==> config.mk <==
export PLATFORM = sky130hd
export DESIGN_NAME = subc_tag_decoder
export DESIGN_NICKNAME = d
export VERILOG_FILES = /design/src/rtl/subc_dec_pkg.sv /design/src/rtl/subc_front.sv /design/src/rtl/subc_bytes.sv /design/src/rtl/subc_frame.sv /design/src/rtl/subc_tag_decoder.sv
export SDC_FILE = /design/constraint.sdc
export NUM_CORES = 1
export LEC_CHECK = 0
export ABC_AREA = 1
export BUFFER_PORTS_ARGS = -buffer_cell sky130_fd_sc_hd__buf_2
export CORE_AREA = 2 2 108 110
export DETAILED_ROUTE_END_ITERATION = 10
export DIE_AREA = 0 0 110 112
export PLACE_DENSITY = 0.8
export RECOVER_POWER = 100
export SKIP_LAST_GASP = 1
export SLEW_MARGIN = 0
export SYNTH_ARGS = -nofsm -noshare
export SYNTH_HDL_FRONTEND = slang
export SYNTH_SLANG_ARGS = --single-unit
==> constraint.sdc <==
create_clock -name clk -period 2.8 [get_ports clk]
set_input_delay 0.42 -clock clk [delete_from_list [all_inputs] [get_ports clk]]
set_output_delay 0.42 -clock clk [all_outputs]
set_load 0.01 [all_outputs]
==> src/rtl/subc_dec_pkg.sv <==
// Shared types and constants of the subcarrier tag response decoder.
// Assumes 8-bit bytes; marker values are fixed by the frame behaviour.
package subc_dec_pkg;

    localparam int BYTE_W = 8;

    localparam logic [BYTE_W-1:0] MARK_SOF_BAD = 8'hAB;
    localparam logic [BYTE_W-1:0] MARK_EMPTY   = 8'hAD;
    localparam logic [BYTE_W-1:0] BYTE_SHORT   = 8'h0F;

    // bit period class, encoded as {first half modulated, second half modulated}
    typedef enum logic [1:0] {
        PC_NONE   = 2'b00,
        PC_SECOND = 2'b01,
        PC_FIRST  = 2'b10,
        PC_BOTH   = 2'b11
    } period_t;

    typedef enum logic [2:0] {
        ST_IDLE,
        ST_SOF1,
        ST_SOF2,
        ST_SOF3,
        ST_SOFOK,
        ST_DATA,
        ST_ERRW
    } dstate_t;

    typedef enum logic [2:0] {
        CMD_NOP,
        CMD_CLEAR,
        CMD_BIT0,
        CMD_BIT1,
        CMD_EOF,
        CMD_SHORT,
        CMD_MARK_SOF,
        CMD_MARK_EMPTY
    } cmd_t;

endpackage

==> src/rtl/subc_front.sv <==
// Sample front end: keeps the two previous nibbles, finds the sync position
// of an incoming nibble, and reports modulation at the selected position.
// Assumes one nibble per smp_valid strobe; history only moves on a strobe.
module subc_front #(
    parameter int SMP_W = 4,
    localparam int POS_W = $clog2(SMP_W)
) (
    input  logic             clk,
    input  logic             rst_n,
    input  logic             nib_valid,
    input  logic [SMP_W-1:0] nib,
    input  logic [POS_W-1:0] sel_pos,
    output logic             hit,
    output logic [POS_W-1:0] hit_pos,
    output logic             mod
);

    logic [SMP_W-1:0] hist1;
    logic [SMP_W-1:0] hist2;
    logic [SMP_W-1:0] below;
    logic             found;

    // history of the two previous nibbles
    always_ff @(posedge clk) begin
        if (!rst_n) begin
            hist1 <= '0;
            hist2 <= '0;
        end else if (nib_valid) begin
            hist2 <= hist1;
            hist1 <= nib;
        end
    end

    // highest set bit of the nibble, confirmed in both history nibbles
    always_comb begin
        hit_pos = '0;
        found   = 1'b0;
        for (int i = SMP_W - 1; i >= 0; i--) begin
            if (!found && nib[i]) begin
                hit_pos = POS_W'(i);
                found   = 1'b1;
            end
        end
        hit = found && hist1[hit_pos] && hist2[hit_pos];
    end

    // modulation at the chosen position, including the neighbour below it
    always_comb begin
        below = {nib[SMP_W-2:0], hist1[SMP_W-1]};
        mod   = nib[sel_pos] | below[sel_pos];
    end

endmodule

==> src/rtl/subc_bytes.sv <==
// Byte assembler: packs bits LSB first, writes bytes and markers to the
// buffer port, keeps length and parity, and raises the done pulse.
// Assumes the frame controller issues at most one command per clock.
module subc_bytes
    import subc_dec_pkg::*;
#(
    parameter int ADDR_W = 5,
    parameter int PAR_W  = 32,
    localparam int LEN_W = ADDR_W + 1,
    localparam int CNT_W = $clog2(BYTE_W + 1)
) (
    input  logic              clk,
    input  logic              rst_n,
    input  cmd_t              cmd,
    output logic              empty,
    output logic              wr_en,
    output logic [ADDR_W-1:0] wr_addr,
    output logic [BYTE_W-1:0] wr_data,
    output logic              frame_done,
    output logic [LEN_W-1:0]  frame_len,
    output logic [PAR_W-1:0]  frame_par
);

    logic [BYTE_W:0]     sr;
    logic [BYTE_W:0]     sr_shift;
    logic [CNT_W-1:0]    bcnt;
    logic [LEN_W-1:0]    len;
    logic [PAR_W-1:0]    par;
    logic [BYTE_W-1:0]   part_byte;
    logic [CNT_W-1:0]    shamt;
    logic                full;

    // next register value, byte-complete flag and right-aligned partial byte
    always_comb begin
        sr_shift  = {cmd == CMD_BIT1, sr[BYTE_W:1]};
        full      = (bcnt == CNT_W'(BYTE_W - 1));
        shamt     = CNT_W'(BYTE_W + 1) - bcnt;
        part_byte = BYTE_W'(sr >> shamt);
        empty     = (len == '0) && (bcnt == '0);
    end

    // command execution
    always_ff @(posedge clk) begin
        if (!rst_n) begin
            sr         <= '0;
            bcnt       <= '0;
            len        <= '0;
            par        <= '0;
            wr_en      <= 1'b0;
            wr_addr    <= '0;
            wr_data    <= '0;
            frame_done <= 1'b0;
            frame_len  <= '0;
            frame_par  <= '0;
        end else begin
            wr_en      <= 1'b0;
            frame_done <= 1'b0;
            case (cmd)
                CMD_CLEAR: begin
                    sr   <= '0;
                    bcnt <= '0;
                    len  <= '0;
                    par  <= '0;
                end
                CMD_BIT0, CMD_BIT1: begin
                    sr <= sr_shift;
                    if (full) begin
                        bcnt    <= '0;
                        wr_en   <= 1'b1;
                        wr_addr <= len[ADDR_W-1:0];
                        wr_data <= sr_shift[BYTE_W:1];
                        len     <= len + LEN_W'(1);
                        par     <= {par[PAR_W-2:0], ~^sr_shift[BYTE_W:1]};
                    end else begin
                        bcnt <= bcnt + CNT_W'(1);
                    end
                end
                CMD_EOF: begin
                    frame_done <= 1'b1;
                    if (bcnt > CNT_W'(1)) begin
                        wr_en     <= 1'b1;
                        wr_addr   <= len[ADDR_W-1:0];
                        wr_data   <= part_byte;
                        len       <= len + LEN_W'(1);
                        par       <= {par[PAR_W-2:0], 1'b0};
                        frame_len <= len + LEN_W'(1);
                        frame_par <= {par[PAR_W-2:0], 1'b0};
                    end else begin
                        frame_len <= len;
                        frame_par <= par;
                    end
                    bcnt <= '0;
                end
                CMD_SHORT: begin
                    wr_en      <= 1'b1;
                    wr_addr    <= len[ADDR_W-1:0];
                    wr_data    <= BYTE_SHORT;
                    len        <= len + LEN_W'(1);
                    par        <= {par[PAR_W-2:0], 1'b1};
                    frame_done <= 1'b1;
                    frame_len  <= len + LEN_W'(1);
                    frame_par  <= {par[PAR_W-2:0], 1'b1};
                end
                CMD_MARK_SOF, CMD_MARK_EMPTY: begin
                    wr_en   <= 1'b1;
                    wr_addr <= len[ADDR_W-1:0];
                    wr_data <= (cmd == CMD_MARK_SOF) ? MARK_SOF_BAD : MARK_EMPTY;
                end
                default: ;
            endcase
        end
    end

    // length moves by one byte at a time or restarts at zero
    p_len_step_r4: assert property (@(posedge clk) disable iff (!rst_n)
        (len != $past(len)) |-> (len == $past(len) + LEN_W'(1) || len == '0));

    // a partial byte is only written together with the end of the frame
    p_pending_range_r6: assert property (@(posedge clk) disable iff (!rst_n)
        (frame_done && wr_en) |-> (wr_addr == $past(len[ADDR_W-1:0])));

endmodule

==> src/rtl/subc_frame.sv <==
// Frame controller: locks on a sync position, pairs half periods into bit
// periods, checks the start-of-frame pattern and issues assembler commands.
// Assumes the front end reports modulation for the currently held position.
module subc_frame
    import subc_dec_pkg::*;
#(
    parameter int SMP_W = 4,
    localparam int POS_W = $clog2(SMP_W)
) (
    input  logic             clk,
    input  logic             rst_n,
    input  logic             nib_valid,
    input  logic             hit,
    input  logic [POS_W-1:0] hit_pos,
    input  logic             mod,
    input  logic             empty,
    output logic [POS_W-1:0] sel_pos,
    output cmd_t             cmd,
    output logic [POS_W-1:0] sync_ofs
);

    dstate_t          state;
    dstate_t          st_n;
    logic             second;
    logic             first_mod;
    logic [POS_W-1:0] pos_q;
    period_t          cls;

    assign sel_pos  = pos_q;
    assign sync_ofs = pos_q;

    // next state and command for this nibble
    always_comb begin
        cls  = period_t'({first_mod, mod});
        cmd  = CMD_NOP;
        st_n = state;
        if (nib_valid) begin
            case (state)
                ST_IDLE: begin
                    if (hit) begin
                        cmd  = CMD_CLEAR;
                        st_n = ST_SOF1;
                    end
                end
                ST_ERRW: st_n = ST_IDLE;
                ST_SOF1, ST_SOF2, ST_SOF3: begin
                    if (second) begin
                        if (state == ST_SOF1 && cls == PC_BOTH) begin
                            st_n = ST_SOF2;
                        end else if (state == ST_SOF2 && cls == PC_SECOND) begin
                            st_n = ST_SOF3;
                        end else if (state == ST_SOF3 && cls == PC_SECOND) begin
                            st_n = ST_SOFOK;
                        end else begin
                            cmd  = CMD_MARK_SOF;
                            st_n = ST_ERRW;
                        end
                    end
                end
                default: begin
                    if (second) begin
                        case (cls)
                            PC_SECOND: begin
                                cmd  = CMD_BIT1;
                                st_n = ST_DATA;
                            end
                            PC_FIRST: begin
                                cmd  = CMD_BIT0;
                                st_n = ST_DATA;
                            end
                            PC_BOTH: begin
                                if (empty) begin
                                    cmd  = CMD_MARK_EMPTY;
                                    st_n = ST_ERRW;
                                end else begin
                                    cmd  = CMD_EOF;
                                    st_n = ST_IDLE;
                                end
                            end
                            default: begin
                                if (state == ST_SOFOK) begin
                                    cmd  = CMD_SHORT;
                                    st_n = ST_IDLE;
                                end else begin
                                    st_n = ST_ERRW;
                                end
                            end
                        endcase
                    end
                end
            endcase
        end
    end

    // state, half-period phase and held sync position
    always_ff @(posedge clk) begin
        if (!rst_n) begin
            state     <= ST_IDLE;
            second    <= 1'b0;
            first_mod <= 1'b0;
            pos_q     <= '0;
        end else begin
            state <= st_n;
            if (nib_valid) begin
                if (state == ST_IDLE) begin
                    if (hit) begin
                        pos_q     <= hit_pos;
                        second    <= 1'b1;
                        first_mod <= 1'b1;
                    end
                end else if (state != ST_ERRW) begin
                    if (!second) begin
                        first_mod <= mod;
                        second    <= 1'b1;
                    end else begin
                        second <= 1'b0;
                    end
                end
            end
        end
    end

    // the sync offset only changes while idle
    p_sync_hold_r1: assert property (@(posedge clk) disable iff (!rst_n)
        (state != ST_IDLE && $past(state) != ST_IDLE) |-> $stable(pos_q));

    // the last start-of-frame step is only reached from the one before it
    p_sof_order_r3: assert property (@(posedge clk) disable iff (!rst_n)
        (state == ST_SOF3 && $past(state) != ST_SOF3) |-> ($past(state) == ST_SOF2));

    // error wait lasts exactly one nibble
    p_errw_once_r9: assert property (@(posedge clk) disable iff (!rst_n)
        (state == ST_ERRW && $past(state) == ST_ERRW) |-> !$past(nib_valid));

endmodule

==> src/rtl/subc_tag_decoder.sv <==
// Top of the subcarrier Manchester tag response decoder: front end, frame
// controller and byte assembler. Assumes nibbles arrive one per smp_valid.
module subc_tag_decoder
    import subc_dec_pkg::*;
#(
    parameter int SMP_W  = 4,
    parameter int ADDR_W = 5,
    parameter int PAR_W  = 32,
    localparam int POS_W = $clog2(SMP_W),
    localparam int LEN_W = ADDR_W + 1
) (
    input  logic              clk,
    input  logic              rst_n,
    input  logic              smp_valid,
    input  logic [SMP_W-1:0]  smp_nib,
    output logic              wr_en,
    output logic [ADDR_W-1:0] wr_addr,
    output logic [BYTE_W-1:0] wr_data,
    output logic              frame_done,
    output logic [LEN_W-1:0]  frame_len,
    output logic [PAR_W-1:0]  frame_par,
    output logic [POS_W-1:0]  sync_ofs
);

    logic             hit;
    logic [POS_W-1:0] hit_pos;
    logic             mod;
    logic [POS_W-1:0] sel_pos;
    logic             empty;
    cmd_t             cmd;

    subc_front #(.SMP_W(SMP_W)) u_front (
        .clk       (clk),
        .rst_n     (rst_n),
        .nib_valid (smp_valid),
        .nib       (smp_nib),
        .sel_pos   (sel_pos),
        .hit       (hit),
        .hit_pos   (hit_pos),
        .mod       (mod)
    );

    subc_frame #(.SMP_W(SMP_W)) u_frame (
        .clk       (clk),
        .rst_n     (rst_n),
        .nib_valid (smp_valid),
        .hit       (hit),
        .hit_pos   (hit_pos),
        .mod       (mod),
        .empty     (empty),
        .sel_pos   (sel_pos),
        .cmd       (cmd),
        .sync_ofs  (sync_ofs)
    );

    subc_bytes #(.ADDR_W(ADDR_W), .PAR_W(PAR_W)) u_bytes (
        .clk        (clk),
        .rst_n      (rst_n),
        .cmd        (cmd),
        .empty      (empty),
        .wr_en      (wr_en),
        .wr_addr    (wr_addr),
        .wr_data    (wr_data),
        .frame_done (frame_done),
        .frame_len  (frame_len),
        .frame_par  (frame_par)
    );

    // done is a single-clock pulse
    p_done_single_r10: assert property (@(posedge clk) disable iff (!rst_n)
        frame_done |=> !frame_done);

    // a write only follows an edge that carried a nibble
    p_write_on_sample_r10: assert property (@(posedge clk) disable iff (!rst_n)
        wr_en |-> $past(smp_valid));

endmodule

==> out/summary.md <==
The run finished with clean final reports. Excluding fillers, the count of instances in the completed layout stands at 1,257. Number of hold violations in the final report: 0.

The number of fill cells in the layout was 968; the critical-path maximum fanout was 14. By instance count, the cell type seen most on the critical path is sky130_fd_sc_hd__nand2_1. The logs give 27,300 um for the global-route wire length before repair and 0 for the number of synthesis warnings.

On the final layout, the worst clock skew is 7.83 ps. The total standard cell area after synthesis is 6580 um^2, and the DRC violation total after the first TritonRoute iteration is 597. CTS built an H-tree with a depth of 4. The final standard cell utilization of the core was 0.702; the number of max-cap violations was 0.

At the placement stage, the worst setup path has a slack of -83.8 ps. The number of nets handed over by synthesis was 1,045. The peak supply drop was 0.586 mV. Cell with the biggest individual delay on the critical path: sky130_fd_sc_hd__dfxtp_2. STA puts the critical path data arrival time at 2940 ps. The later pin in the worst-skew pair is clocked with a latency of 430 ps.

At the end of routability-driven placement, the weighted congestion stood at 0.926. The ratio of total power to cell area was 683 nW/um^2; the clock edge transition at the registers on the reported setup and hold paths was 50 ps. After floorplanning, the core was sized to cover 11,200 um^2. The length of the first detailed-routing pass in iterations was 5. The number of flops mapped to enable cells by yosys is 0. Adding up every negative setup slack in the final design gives 0 ps.

Dividing the detail-routed wire length by the instance count gives 13.6 um. The logs give 6,012 for the via count of the first global-routing pass and 10,800 um for the post-detailed-placement half-perimeter wirelength. The number of buffers inserted during clock tree synthesis is 17. Path type of the worst min-delay path: in -> reg.

In the final layout, the multi-input gates occupy 3610 um^2. The final-stage net count is 1,119. The library cells used most frequently in the layout, excluding fill and tap cells, are sky130_fd_sc_hd__nand2_1 (390), sky130_fd_sc_hd__dfxtp_1 (117), sky130_fd_sc_hd__inv_1 (94), sky130_fd_sc_hd__nor2_1 (78), sky130_fd_sc_hd__nand3_1 (66). The tools report the number of diodes added for antenna fixing as 0.

The worst relative slew slack came out at 0.531. The routed layout has 6,676 vias. The largest stage delay on the critical path came out at 330 ps. The synthesis-to-finish area growth was 19.2%; the count of pins over their slew limit was 0.

After global routing the overflow that remains totals 0. The initial core utilization is 0.589. met2 is the most crowded layer.

The overall routing resource usage came out at 0.278. In the routed layout, each cell is associated on average with a via count of 5.31. The library cell used most frequently in the layout, excluding fill and tap cells, is sky130_fd_sc_hd__nand2_1. The initial antenna violation count is 0. The area taken by flip-flops and latches was 2380 um^2; the detailed-route DRC error count was 0.

Startpoint type of the worst setup path: a register. The run gives 0.0814 as the global-route met3 utilization. Entering global routing, the biggest net connects 65 pins. The floorplan has 39 rows. In this run the horizontal extent of the chip is 110 um.

Final hold analysis gives a worst-case slack of 274 ps. For this design the static power due to leakage is 3.74 nW. After layout, the worst setup slack is 175 ps. Number of buffers between clock root and the deepest sink: 2. Share of the clock period used by the worst path: 0.938.

The tools report the met1 usage in global routing as 0.355. The mean cell area of the mapped netlist is 6.41 um^2, and the worst path buffer plus inverter count is 3. At the worst endpoint, the required time is 3120 ps. The number of buffers added on ports is 61. The met2 track demand over resource was 0.440; the proportion of layout cells with a drive suffix above 1 was 0.110. Synthesis handed over a netlist of 1,027 instances. Once placement finished, the instance area stood at 7160 um^2.

Family with the most delay on the worst path: simple AND/OR/NAND/NOR gates. TritonCTS built the clock tree. Endpoint class of the critical path: a register. The tree is rooted in a sky130_fd_sc_hd__clkbuf_16.

The die covers 12,300 um^2. The sequential-to-total area share from yosys stat was 0.362. For this run, the top clock speed supported by timing is 381 MHz. The total chip power was 5.36 mW; the transition time at the pin with the least slew margin was 704 ps. The critical path is of the reg -> reg type. The tools report the number of distinct standard cells referenced by the synthesized netlist as 41. In the synthesized netlist the dominant register cell turns out to be sky130_fd_sc_hd__dfxtp_1. Traced cell by cell, the critical path runs through inv_1 -> nand2_1 -> nand3_1 -> nand2_2 -> ha_1 -> or2_2 -> nand3_1 -> nand2_1 -> nand3_4 -> nor2_2 -> nand2_2 -> inv_2 -> nand2_1 -> nand3_2 -> buf_4 -> nor2_1 -> nor2_1. Once layout is done, the placed cells without fillers occupy 7840 um^2.

Async set-reset flop share out of synthesis: 0. Clock period minus final worst setup slack: 2630 ps. The routed design has 17,100 um of wire. The number of flip-flops and latches in the synthesized netlist came out at 119. The tools report the number of top-level pins as 62. Including well taps, the total number of placed cells is 1,217. The number of antenna-violating nets in the routed design is 0, and the die outline height is 112 um.

The clock net in this run drives a total of 119 sinks. The total of endpoints with negative setup slack in the final report was 0.
-- what timing repair did --
action                                  in CTS  in global routing
setup buffers                                0                  5
hold buffers                                 0                  0
endpoints found under the setup margin       0                 98
resized for setup                            0                 15
-- report_power, final --
group / leakage [nW] / switching (mW) / total (mW) / internal [mW]
sequential: 0.964 / 0.0910 / 1.90 / 1.81
combinational: 2.49 / 0.809 / 1.23 / 0.424
clock: 0.288 / 0.813 / 2.23 / 1.41
total: 3.74 / 1.71 / 5.36 / 3.64
-- flip-flops by register name, summed over array words and instances, names as in the netlist, 4 cells and up --
name	flops
u_bytes.bcnt	4
u_bytes.frame_len	6
u_bytes.frame_par	32
u_bytes.len	6
u_bytes.par	32
u_bytes.sr	9
u_bytes.wr_addr	5
u_bytes.wr_data	8
u_front.hist1	4
u_front.hist2	4
-- cell usage after synthesis (2+ instances only) --
cell | count | share of area
sky130_fd_sc_hd__nand2_1 | 392 | 0.22
sky130_fd_sc_hd__dfxtp_1 | 119 | 0.36
sky130_fd_sc_hd__inv_1 | 95 | 0.054
sky130_fd_sc_hd__nor2_1 | 81 | 0.046
sky130_fd_sc_hd__nand3_1 | 67 | 0.051
sky130_fd_sc_hd__a21oi_1 | 63 | 0.048
sky130_fd_sc_hd__o21ai_0 | 47 | 0.036
sky130_fd_sc_hd__mux2i_1 | 27 | 0.041
sky130_fd_sc_hd__buf_2 | 18 | 0.014
sky130_fd_sc_hd__clkbuf_1 | 17 | 0.0097
sky130_fd_sc_hd__ha_1 | 11 | 0.021
sky130_fd_sc_hd__inv_2 | 10 | 0.0057
sky130_fd_sc_hd__or2_2 | 8 | 0.0076
sky130_fd_sc_hd__xor2_1 | 6 | 0.0080
sky130_fd_sc_hd__nand2_2 | 5 | 0.0048
sky130_fd_sc_hd__nor3_1 | 5 | 0.0038
sky130_fd_sc_hd__or2_1 | 5 | 0.0048
sky130_fd_sc_hd__buf_1 | 4 | 0.0023
sky130_fd_sc_hd__o211ai_1 | 4 | 0.0046
sky130_fd_sc_hd__o21ai_1 | 4 | 0.0030
sky130_fd_sc_hd__xnor2_1 | 4 | 0.0053
sky130_fd_sc_hd__buf_4 | 3 | 0.0034
sky130_fd_sc_hd__buf_6 | 3 | 0.0051
sky130_fd_sc_hd__nand4_1 | 3 | 0.0029
sky130_fd_sc_hd__o22ai_1 | 3 | 0.0029
sky130_fd_sc_hd__o31ai_1 | 3 | 0.0034
sky130_fd_sc_hd__a211oi_1 | 2 | 0.0023
sky130_fd_sc_hd__clkinv_1 | 2 | 0.0011
sky130_fd_sc_hd__nand2_4 | 2 | 0.0034
sky130_fd_sc_hd__nor2_4 | 2 | 0.0034
sky130_fd_sc_hd__or2_0 | 2 | 0.0019
-- tightest hold or removal path, stage by stage --
cell                     delay [ps]
sky130_fd_sc_hd__buf_2          110
sky130_fd_sc_hd__nor2_1          50
sky130_fd_sc_hd__nor2_1          90
-- final cells by class --
| cell class | count | share of cell area |
|---|---|---|
| multi-input cells | 754 | 0.460 |
| flip-flops and latches | 119 | 0.304 |
| repair buffers | 100 | 0.0841 |
| clock buffers | 19 | 0.0565 |
| inverters | 109 | 0.0530 |
| well taps | 143 | 0.0228 |
| clock inverters | 13 | 0.0198 |
-- kinds of logic (layout without fill, tap and decap cells) --
group / Yosys count / count (layout) / share of synthesized area
compound gates: 129 / 129 / 0.105
xor+xnor: 10 / 10 / 0.0133
fa+ha+maj: 11 / 11 / 0.0209
buf+inv: 154 / 241 / 0.0973
flops: 119 / 119 / 0.362
mux: 27 / 27 / 0.0411
simple gates: 577 / 577 / 0.360
-- worst paths after layout --
check / startpoint / cells after the start / endpoint / slack [ps]
worst max-delay path: u_frame.sel_pos[0] / 17 / u_bytes.wr_data[5] / 170
worst min-delay path: smp_nib[0] / 3 / u_front.hist1[0] / 270
worst max register to register: u_frame.sel_pos[0] / 17 / u_bytes.wr_data[5] / 170
worst min register to register: u_frame.sel_pos[1] / 2 / u_frame.sel_pos[1] / 460
-- per-layer routing --
| metal | vias up | wire length [um] |
|---|---|---|
| met3 | 38 | 1230 |
| met2 | 262 | 8040 |
| li1 | 3373 | - |
| met4 | 0 | 344 |
| met1 | 3003 | 7440 |
| met5 | - | 0 |
Note: power is estimated with default switching activity, not from simulation.
